**config.mk**
```make
export PLATFORM = sky130hd
export DESIGN_NAME = win_strobe_gen
export DESIGN_NICKNAME = d
export VERILOG_FILES = /design/src/rtl/wsg_pkg.sv /design/src/rtl/wsg_cfg_bank.sv /design/src/rtl/wsg_phase.sv /design/src/rtl/wsg_window.sv /design/src/rtl/win_strobe_gen.sv
export SDC_FILE = /design/constraint.sdc
export NUM_CORES = 2
export LEC_CHECK = 0
export BUFFER_PORTS_ARGS = -buffer_cell sky130_fd_sc_hd__buf_2
export CAP_MARGIN = 20
export CORE_UTILIZATION = 30
export CTS_BUF_LIST = sky130_fd_sc_hd__clkbuf_16
export CTS_CLUSTER_SIZE = 14
export DETAILED_ROUTE_END_ITERATION = 6
export GPL_ROUTABILITY_DRIVEN = 0
export GPL_TIMING_DRIVEN = 0
export SETUP_SLACK_MARGIN = 0.05
export SYNTH_ARGS = -nofsm -noshare
export SYNTH_HDL_FRONTEND = slang
export SYNTH_SLANG_ARGS = --single-unit
```
**constraint.sdc**
```tcl
create_clock -name clk -period 6.9 [get_ports clk]
set_clock_uncertainty 0.1 [all_clocks]
set_input_delay 0.345 -clock clk [delete_from_list [all_inputs] [get_ports clk]]
set_output_delay 0.345 -clock clk [all_outputs]
set_load 0.02 [all_outputs]
```
**src/rtl/wsg_pkg.sv**
```systemverilog
package wsg_pkg;
  typedef enum logic [2:0] {
    FLD_VSTART = 3'd0,
    FLD_VLEN   = 3'd1,
    FLD_HSTART = 3'd2,
    FLD_HLEN   = 3'd3,
    FLD_CTRL   = 3'd4
  } fld_e;

  localparam int CTRL_W     = 3;
  localparam int CTRL_INV   = 0;
  localparam int CTRL_SHIFT = 1;
  localparam int CTRL_MIX   = 2;
endpackage

```
**src/rtl/wsg_cfg_bank.sv**
```systemverilog
module wsg_cfg_bank
  import wsg_pkg::*;
#(
  parameter int N      = 9,
  parameter int LINE_W = 11,
  parameter int HS_W   = 10,
  parameter int HD_W   = 11,
  parameter int SEL_W  = 4,
  parameter int DATA_W = 11
) (
  input  logic                          clk,
  input  logic                          rst,
  input  logic                          frame_start,
  input  logic                          wr_en,
  input  logic [SEL_W-1:0]              wr_sel,
  input  logic [2:0]                    wr_field,
  input  logic [DATA_W-1:0]             wr_data,
  output logic [N-1:0][LINE_W-1:0]      eff_vs,
  output logic [N-1:0][LINE_W-1:0]      eff_vl,
  output logic [N-1:0][HS_W-1:0]        eff_hs,
  output logic [N-1:0][HD_W-1:0]        eff_hl,
  output logic [N-1:0][CTRL_W-1:0]      eff_ct
);
  logic [N-1:0][LINE_W-1:0] pnd_vs, pnd_vl, act_vs, act_vl;
  logic [N-1:0][HS_W-1:0]   pnd_hs, act_hs;
  logic [N-1:0][HD_W-1:0]   pnd_hl, act_hl;
  logic [N-1:0][CTRL_W-1:0] pnd_ct, act_ct;

  // holding bank: written by the port, never read by the window logic directly
  always_ff @(posedge clk) begin
    if (rst) begin
      pnd_vs <= '0;
      pnd_vl <= '0;
      pnd_hs <= '0;
      pnd_hl <= '0;
      pnd_ct <= '0;
    end else if (wr_en) begin
      for (int i = 0; i < N; i++) begin
        if (wr_sel == SEL_W'(i)) begin
          case (wr_field)
            FLD_VSTART: pnd_vs[i] <= wr_data[LINE_W-1:0];
            FLD_VLEN:   pnd_vl[i] <= wr_data[LINE_W-1:0];
            FLD_HSTART: pnd_hs[i] <= wr_data[HS_W-1:0];
            FLD_HLEN:   pnd_hl[i] <= wr_data[HD_W-1:0];
            FLD_CTRL:   pnd_ct[i] <= wr_data[CTRL_W-1:0];
            default: ;
          endcase
        end
      end
    end
  end

  // working bank: loaded only at frame start
  always_ff @(posedge clk) begin
    if (rst) begin
      act_vs <= '0;
      act_vl <= '0;
      act_hs <= '0;
      act_hl <= '0;
      act_ct <= '0;
    end else if (frame_start) begin
      act_vs <= pnd_vs;
      act_vl <= pnd_vl;
      act_hs <= pnd_hs;
      act_hl <= pnd_hl;
      act_ct <= pnd_ct;
    end
  end

  // the frame-start cycle already sees the settings being committed
  always_comb begin
    eff_vs = frame_start ? pnd_vs : act_vs;
    eff_vl = frame_start ? pnd_vl : act_vl;
    eff_hs = frame_start ? pnd_hs : act_hs;
    eff_hl = frame_start ? pnd_hl : act_hl;
    eff_ct = frame_start ? pnd_ct : act_ct;
  end


  commit_copy_chk: assert property (@(posedge clk) disable iff (rst)
    frame_start |=> (act_vs == $past(pnd_vs)) && (act_hl == $past(pnd_hl))
                    && (act_ct == $past(pnd_ct)));


  hold_midframe_chk: assert property (@(posedge clk) disable iff (rst)
    !frame_start |=> $stable(act_vs) && $stable(act_vl) && $stable(act_hs)
                     && $stable(act_hl) && $stable(act_ct));


  stray_write_chk: assert property (@(posedge clk) disable iff (rst)
    (!wr_en || wr_field > 3'd4 || wr_sel >= SEL_W'(N)) |=>
      $stable(pnd_vs) && $stable(pnd_vl) && $stable(pnd_hs)
      && $stable(pnd_hl) && $stable(pnd_ct));
endmodule

```
**src/rtl/wsg_phase.sv**
```systemverilog
module wsg_phase (
  input  logic clk,
  input  logic rst,
  input  logic line_start,
  input  logic frame_start,
  output logic phase_now
);
  logic phase_q;

  assign phase_now = phase_q ^ line_start ^ frame_start;

  always_ff @(posedge clk) begin
    if (rst) phase_q <= 1'b0;
    else     phase_q <= phase_now;
  end


  phase_flip_chk: assert property (@(posedge clk) disable iff (rst)
    (line_start != frame_start) |=> (phase_q != $past(phase_q)));


  phase_keep_chk: assert property (@(posedge clk) disable iff (rst)
    (line_start == frame_start) |=> $stable(phase_q));
endmodule

```
**src/rtl/wsg_window.sv**
```systemverilog
module wsg_window
  import wsg_pkg::*;
#(
  parameter int LINE_W = 11,
  parameter int PIX_W  = 11,
  parameter int HS_W   = 10,
  parameter int HD_W   = 11
) (
  input  logic              clk,
  input  logic              rst,
  input  logic [LINE_W-1:0] line_num,
  input  logic [PIX_W-1:0]  pix_num,
  input  logic [LINE_W-1:0] vs,
  input  logic [LINE_W-1:0] vl,
  input  logic [HS_W-1:0]   hs,
  input  logic [HD_W-1:0]   hl,
  input  logic [CTRL_W-1:0] ct,
  input  logic              phase,
  output logic              out_q
);
  localparam int BIG = (PIX_W > HD_W + 1) ? PIX_W : HD_W + 1;
  localparam int EW  = ((BIG > HS_W) ? BIG : HS_W) + 2;

  logic [LINE_W:0] v_end;
  logic [EW-1:0]   h_first, h_end, px;
  logic            v_in, h_in, out_d;

  always_comb begin
    v_end   = {1'b0, vs} + {1'b0, vl};
    v_in    = (vl == '0) ||
              (({1'b0, line_num} >= {1'b0, vs}) && ({1'b0, line_num} < v_end));
    h_first = EW'(hs) + EW'(ct[CTRL_SHIFT]);
    h_end   = h_first + (EW'(hl) << 1);
    px      = EW'(pix_num);
    h_in    = (hl == '0) || ((px >= h_first) && (px < h_end));
    out_d   = (v_in & h_in) ^ (ct[CTRL_MIX] & phase) ^ ct[CTRL_INV];
  end

  always_ff @(posedge clk) begin
    if (rst) out_q <= 1'b0;
    else     out_q <= out_d;
  end


  always_on_chk: assert property (@(posedge clk) disable iff (rst)
    (vl == '0 && hl == '0 && ct == '0) |=> out_q);


  above_window_chk: assert property (@(posedge clk) disable iff (rst)
    (vl != '0 && line_num < vs && ct == '0) |=> !out_q);


  invert_full_chk: assert property (@(posedge clk) disable iff (rst)
    (vl == '0 && hl == '0 && ct == CTRL_W'(1 << CTRL_INV)) |=> !out_q);
endmodule

```
**src/rtl/win_strobe_gen.sv**
```systemverilog
module win_strobe_gen
  import wsg_pkg::*;
#(
  parameter int NUM_OUT = 9,
  parameter int LINE_W  = 11,
  parameter int PIX_W   = 11,
  parameter int HS_W    = 10,
  parameter int HD_W    = 11,
  localparam int SEL_W  = (NUM_OUT > 1) ? $clog2(NUM_OUT) : 1,
  localparam int W1     = (LINE_W > HD_W) ? LINE_W : HD_W,
  localparam int W2     = (W1 > HS_W) ? W1 : HS_W,
  localparam int DATA_W = (W2 > CTRL_W) ? W2 : CTRL_W
) (
  input  logic               clk,
  input  logic               rst,
  input  logic [LINE_W-1:0]  line_num,
  input  logic [PIX_W-1:0]   pix_num,
  input  logic               line_start,
  input  logic               frame_start,
  input  logic               wr_en,
  input  logic [SEL_W-1:0]   wr_sel,
  input  logic [2:0]         wr_field,
  input  logic [DATA_W-1:0]  wr_data,
  output logic [NUM_OUT-1:0] strobe
);
  logic [NUM_OUT-1:0][LINE_W-1:0] e_vs, e_vl;
  logic [NUM_OUT-1:0][HS_W-1:0]   e_hs;
  logic [NUM_OUT-1:0][HD_W-1:0]   e_hl;
  logic [NUM_OUT-1:0][CTRL_W-1:0] e_ct;
  logic                           phase;

  wsg_cfg_bank #(
    .N(NUM_OUT), .LINE_W(LINE_W), .HS_W(HS_W), .HD_W(HD_W),
    .SEL_W(SEL_W), .DATA_W(DATA_W)
  ) u_bank (
    .clk(clk), .rst(rst), .frame_start(frame_start),
    .wr_en(wr_en), .wr_sel(wr_sel), .wr_field(wr_field), .wr_data(wr_data),
    .eff_vs(e_vs), .eff_vl(e_vl), .eff_hs(e_hs), .eff_hl(e_hl), .eff_ct(e_ct)
  );

  wsg_phase u_phase (
    .clk(clk), .rst(rst), .line_start(line_start),
    .frame_start(frame_start), .phase_now(phase)
  );

  for (genvar g = 0; g < NUM_OUT; g++) begin : g_ch
    wsg_window #(
      .LINE_W(LINE_W), .PIX_W(PIX_W), .HS_W(HS_W), .HD_W(HD_W)
    ) u_win (
      .clk(clk), .rst(rst), .line_num(line_num), .pix_num(pix_num),
      .vs(e_vs[g]), .vl(e_vl[g]), .hs(e_hs[g]), .hl(e_hl[g]), .ct(e_ct[g]),
      .phase(phase), .out_q(strobe[g])
    );
  end


  reset_quiet_chk: assert property (@(posedge clk)
    rst |=> (strobe == '0));
endmodule

```
# == Word level (Yosys, flattened, before mapping) ==
# Index checks and enable logic that the tools add are counted.
# word_totals
ff_bits,838
inputBits,45
wordCells,319
# classes
addsub,27
n_lt_le_gt_ge,36
eq_ne,12
muxes,5
bitwise,38
reduce_logical,101
# op_table
operator,n
2-to-1 mux 99 bit,3
zero test 11 bit,18
AND reduction 3 bit,45
adder 14 x 12 -> 14 bit,9
greater-or-equal comparator 11 x 14 -> 1 bit,9
less-than comparator 11 x 14 -> 1 bit,9
adder 11 x 11 -> 12 bit,9
less-than comparator 11 x 12 -> 1 bit,9
adder 10 x 1 -> 11 bit,9
greater-or-equal comparator 11 bit,9
2-to-1 mux 90 bit,1
2-to-1 mux 27 bit,1
bitwise XOR 1 bit,20
AND 1 bit,18
logical AND 1 bit,18
logical OR 1 bit,18
"equality test 4 x 3 -> 1 bit, second input constant",4
"equality test 4 x 2 -> 1 bit, second input constant",2
"equality test 3 x 2 -> 1 bit, second input constant",2
"equality test 4 x 1 -> 1 bit, second input constant",1
"equality test 4 bit, second input constant",1
zero test 4 bit,1
"equality test 3 x 1 -> 1 bit, second input constant",1
"equality test 3 bit, second input constant",1
zero test 3 bit,1

# == Depth between registers and ports, before layout ==
# depth
depth_word,9
depth_mapped,29
ltp_nobuf,22

# == Hierarchy ==
# A second synthesis with hierarchy kept.
# unflattened
hier_cells,5292
hier_area_um2,51410.6
# by_module_without_submodules
module,instances,cells_each,area_each_um2,seq_area_each_um2
wsg_cfg_bank,1,2792,32023.2,16575.9
wsg_window at g_ch[4].u_win ...,3,280,2145.8,20.0
wsg_window at g_ch[3].u_win,1,275,2194.6,20.0
wsg_window at g_ch[0].u_win,1,275,2163.3,20.0
wsg_window at g_ch[8].u_win,1,280,2158.3,20.0
wsg_window at g_ch[7].u_win,1,277,2155.8,20.0
wsg_window at g_ch[2].u_win,1,278,2128.3,20.0
wsg_window at g_ch[1].u_win,1,269,2090.8,20.0
wsg_phase,1,6,58.8,20.0

# == Worst setup path before layout ==
# No wires, ideal clock.
# synth_path
path_kind,input-to-reg
startpoint,input port frame_start
endpoint,register g_ch[3].u_win.out_q
setup_ns,0.074
arrival_time_ns,5.605
path_slack_ns,1.121
stages,28
n_path_buf,9
cell_sequence,buf_6 buf_6 buf_6 buf_6 buf_6 buf_2 buf_2 buf_2 buf_2 mux2i_1 inv_1 ha_1 nor2b_1 o21ai_0 nand2b_1 a21oi_1 o21ai_0 a31o_2 a2111oi_0 nor3b_1 ha_1 a2111o_1 a211oi_1 o21a_1 a211oi_1 a211o_1 or4_1 o21ai_0
# synth_lines
item,line,source
"start, declared",win_strobe_gen.sv:19,"input logic frame_start,"
"end signal, assigned",wsg_window.sv:41,else out_q <= out_d;
"end, declared",wsg_window.sv:19,output logic out_q

# == Worst setup path after layout ==
# layout_path
startpoint,input port frame_start
endpoint,register g_ch[0].u_win.out_q
# layout_between
elab_chain_len,9
# layout_lines
item,line,source
2-to-1 mux 90 bit or 2-to-1 mux 27 bit (tied branches),"wsg_cfg_bank.sv:74, wsg_cfg_bank.sv:76",
adder 10 x 1 -> 11 bit,wsg_window.sv:32,h_first = EW'(hs) + EW'(ct[CTRL_SHIFT]);
adder 14 x 12 -> 14 bit,wsg_window.sv:33,h_end = h_first + (EW'(hl) << 1);
less-than comparator 11 x 14 -> 1 bit,wsg_window.sv:35,h_in = (hl == '0) || ((px >= h_first) && (px < h_end));
logical AND 1 bit,wsg_window.sv:35,
logical OR 1 bit,wsg_window.sv:35,
AND 1 bit,wsg_window.sv:36,out_d = (v_in & h_in) ^ (ct[CTRL_MIX] & phase) ^ ct[CTRL_INV];
bitwise XOR 1 bit,wsg_window.sv:36,
bitwise XOR 1 bit (*),wsg_window.sv:36,
"end signal, assigned",wsg_window.sv:41,
"end, declared",wsg_window.sv:19,
# Every way passes the cells marked *; elsewhere a longest branch is shown, timed or not.
# A chain may end at the register's enable or synchronous reset.

==> flow_metrics.env <==
export IMPL_antenna_found_initial=20
export IMPL_yosysMostFrequentCell="dfxtp_1"
export IMPL_period_needed_ns=6.79
export IMPL_critical_path_slowest_cell="a2111oi_1"
export IMPL_start_kind="primary input"
export IMPL_netlist_area_leader_share_pct=33.4
export IMPL_cts_setup_buffers=0
export IMPL_grt_pass1_wl_um=276000
export IMPL_synth_edff_count=0
export IMPL_power_total_uw=10600
export IMPL_syn_to_final_growth_pct=12.4
export IMPL_crit_chain="buf_6, buf_8, buf_6, buf_6, buf_4, buf_2, buf_2, buf_4, a32oi_1, nor2_1, xnor2_1, ha_1, nand3_1, o211ai_1, o41ai_1, xor2_1, ha_1, and4_1, o211ai_1, a21oi_1, a2111oi_1, a2111oi_1, o311ai_0, o41ai_2"
export IMPL_cts_buffers=86
export IMPL_syn_nets=6714
export IMPL_gr_usage_all_layers_pct=21.9
export IMPL_end_kind="flip-flop"
export IMPL_crit_family="buffers and inverters"
export IMPL_rows=149
export IMPL_whs_endpoint="u_bank.act_vl[62]"
export IMPL_cts_tree="done"
export IMPL_setup_viol=0
export IMPL_p_leak_uw=0.0247
export IMPL_crit_path_frequent_cell="buf_6"
export IMPL_failed_checks="DRC"
export IMPL_overflow=0
export IMPL_synthArstFlopShare_pct=0
export IMPL_drive_gt1_share_pct=5.95
export IMPL_slowest_delay_ns=0.77
export IMPL_route_detailed_drc=2
export IMPL_grt_max_degree=20
export IMPL_nets=6874
export IMPL_clkLatencyLatePin_ns=0.67
export IMPL_htreeDepth=3
export IMPL_max_freq_ghz=0.147
export IMPL_initial_core_util_pct=30.4
export IMPL_vias=45600
export IMPL_grt_pass1_vias=42600
export IMPL_die_height_um=411
export IMPL_io_pins=54
export IMPL_synth_top_cells_by_area="dfxtp_1 (33%), ha_1 (15%), mux2i_1 (6.7%)"
export IMPL_reg2reg_from="u_bank.pnd_hs[0]"
export IMPL_drv_cap=0
export IMPL_viasPerCell=5.39
export IMPL_syn_inst=6048
export IMPL_drv_slew=0
export IMPL_cts_sinks=838
export IMPL_worstPathMaxFanout=10
export IMPL_crit_type="primary input to flip-flop"
export IMPL_synth_common_cells="dfxtp_1 (838), nand2_1 (660), a21oi_1 (636), ha_1 (603), nor2_1 (500)"
export IMPL_min_from="frame_start"
export IMPL_hold_depth=3
export IMPL_hpwlAfterDp_um=138000
export IMPL_drt_iter0_markers=4895
export IMPL_min_period_over_period_pct=98.4
export IMPL_cts_root_buf="clkbuf_16"
export IMPL_status="complete, but fails checks"
export IMPL_first_pass_iters=7
export IMPL_slew_limit_headroom_pct=10.2
export IMPL_syn_area_sq_um=50200
export IMPL_cp_arrival_ns=7.17
export IMPL_ys_seq_area_share_pct=33.4
export IMPL_portBuffers=40
export IMPL_ir_drop_v=0.000160
export IMPL_synth_area_leader_cell="dfxtp_1"
export IMPL_power_density_nw_per_um2=187
export IMPL_r2r_slack_ns=1.45
export IMPL_fillers=17200
export IMPL_cp_buffers_inverters=8
export IMPL_avgSynthCellArea_sq_um=8.31
export IMPL_synth_warning_count=0
export IMPL_fp_dieArea_sq_um=169000
export IMPL_synth_distinct_cells=66
export IMPL_reg2regPathDepth=18
export IMPL_ys_flop_type="dfxtp_1"
export IMPL_post_drt_wl_per_cell_um=22.7
export IMPL_ys_ff_latch=838
export IMPL_routed_wl_um=192000
export IMPL_required_ns=7.28
export IMPL_r2r_end="g_ch[0].u_win.out_q"
export IMPL_timing_setup_tns_ns=0
export IMPL_hp_class="primary input to flip-flop"
export IMPL_detail_route_antenna_nets=0
export IMPL_tightest_slew_ns=1.35
export IMPL_rsz0062_at_grt="yes"
export IMPL_core_sq_um=166000
export IMPL_die_w_um=411
export IMPL_clockBufferDepth=3
export IMPL_finalHoldViolCount=0
export IMPL_clk_pin_slew_ns=0.06
-- per-stage QoR --
step	setup slack, ns	hold slack, ns	cell area (sq um)	std cells	utilization (%)
after floorplan	1.12	0.333	50200	6048	-
after global placement	-1.98	0.338	53200	8277	32.1
after detailed placement	-1.47	0.346	53600	8305	32.4
after CTS	0.149	0.0320	56300	8458	34.0
after global routing	0.0355	0.0888	56400	8464	34.1
final	0.113	0.0533	56500	8471	34.1
-- layout by cell type, fill, tap and decap left out, types with 18 or more instances in the layout --
cell       instances
nand2_1          660
xnor2_1           73
inv_1            435
o21a_1            30
a21oi_1          636
a2111oi_0         21
o21ai_0          130
nand2b_1          59
a32o_1            18
ha_1             603
nor2b_1          112
fa_1              18
nand4_1           53
mux2i_1          331
o211ai_1          26
and3_1            23
dfxtp_1          838
and2_1            81
nor4_1            18
a31oi_1           22
xor2_1           146
buf_2             66
clkbuf_16         87
buf_1             21
nand3_1          400
a21o_1           107
a32oi_1           40
buf_4             32
a211oi_1          37
nor2_1           500
buf_8             22
or2_2             21
nor3_1            55
mux2_2            66
clkbuf_1         237
-- report_power, final --
group	total (uW)	switching, uW	internal (uW)
registers	4860	6.72	4850
logic	1050	777	278
clock network	4640	2050	2590
-- metal layers --
layer | global-route usage (%) | wire length (um)
met1 | 28.5 | 80400
met3 | 4.09 | 17600
met2 | 34.6 | 84100
met4 | 10.7 | 9650
met5 | 0 | 72
-- how the worst max path moves through the flow --
| stage | from | endpoint | slack, ns | cells past startpoint |
|---|---|---|---|---|
| 2_1_floorplan | frame_start | g_ch[3].u_win.out_q | 1.12 | 28 |
| 3_3_place_gp | frame_start | g_ch[5].u_win.out_q | -1.98 | 27 |
| 3_5_place_dp | frame_start | g_ch[0].u_win.out_q | -1.47 | 25 |
| 4_1_cts | frame_start | g_ch[0].u_win.out_q | 0.15 | 25 |
| 5_1_grt | frame_start | g_ch[3].u_win.out_q | 0.04 | 26 |
| 6_report | frame_start | g_ch[0].u_win.out_q | 0.11 | 24 |
-- cells by family (layout without fill, tap and decap cells) --
logic type                 after synthesis  in the layout  synth area share [%]
adders and majority gates              621            621                  15.7
muxes                                  402            402                  8.17
AOI/OAI and AO/OA                     1174           1174                  14.1
xor gates and xnor gates               219            219                  3.82
buffers and inverters                  748            973                  6.02
and+or+nand+nor                       2046           2046                  18.7
other                                    0              9                     0
DFF                                    838            838                  33.4
-- worst register-to-register path: stages (launching register included) --
cell	delay, ns
dfxtp_1	0.35
mux2_2	0.21
ha_1	0.20
nand3b_1	0.16
or2_2	0.34
xor2_1	0.35
ha_1	0.34
a2111oi_0	0.43
o31ai_1	0.18
a41oi_1	0.30
xor2_1	0.21
ha_1	0.27
and4_1	0.21
o211ai_1	0.10
a21oi_1	0.06
a2111oi_1	0.49
a2111oi_1	0.20
o311ai_0	0.47
o41ai_2	0.27
-- registers in the layout, summed over array words and instances, names as in the netlist --
| signal | count |
|---|---|
| u_phase.phase_q | 1 |
| u_bank.pnd_vs | 99 |
| u_bank.pnd_hl | 99 |
| u_bank.act_vl | 99 |
| u_bank.act_hl | 99 |
| u_bank.pnd_hs | 90 |
| u_bank.pnd_ct | 27 |
| u_bank.act_hs | 90 |
| u_bank.pnd_vl | 99 |
| u_bank.act_ct | 27 |
| u_bank.act_vs | 99 |
| g_ch.u_win.out_q | 9 |
-- layout make-up --
cell class	count	area, sq um	area share, %
diodes	9	22.5	0.0399
plain buffers	327	1480	2.61
clock buffers	87	2180	3.86
clock inverters	66	524	0.929
inverters	420	1580	2.79
multi-input cells	4462	30500	54.1
flip-flops and latches	838	16800	29.7
well taps	2189	2740	4.85
repair buffers	73	652	1.15
-- what timing repair did --
item	in CTS	in global routing
cloned	0	0
setup endpoints to repair	8	7
hold endpoints to repair	3	0
hold buffers	1	0
pin swaps	0	1
gates resized for setup	10	13
No activity file was read; power rests on OpenSTA's default activity.
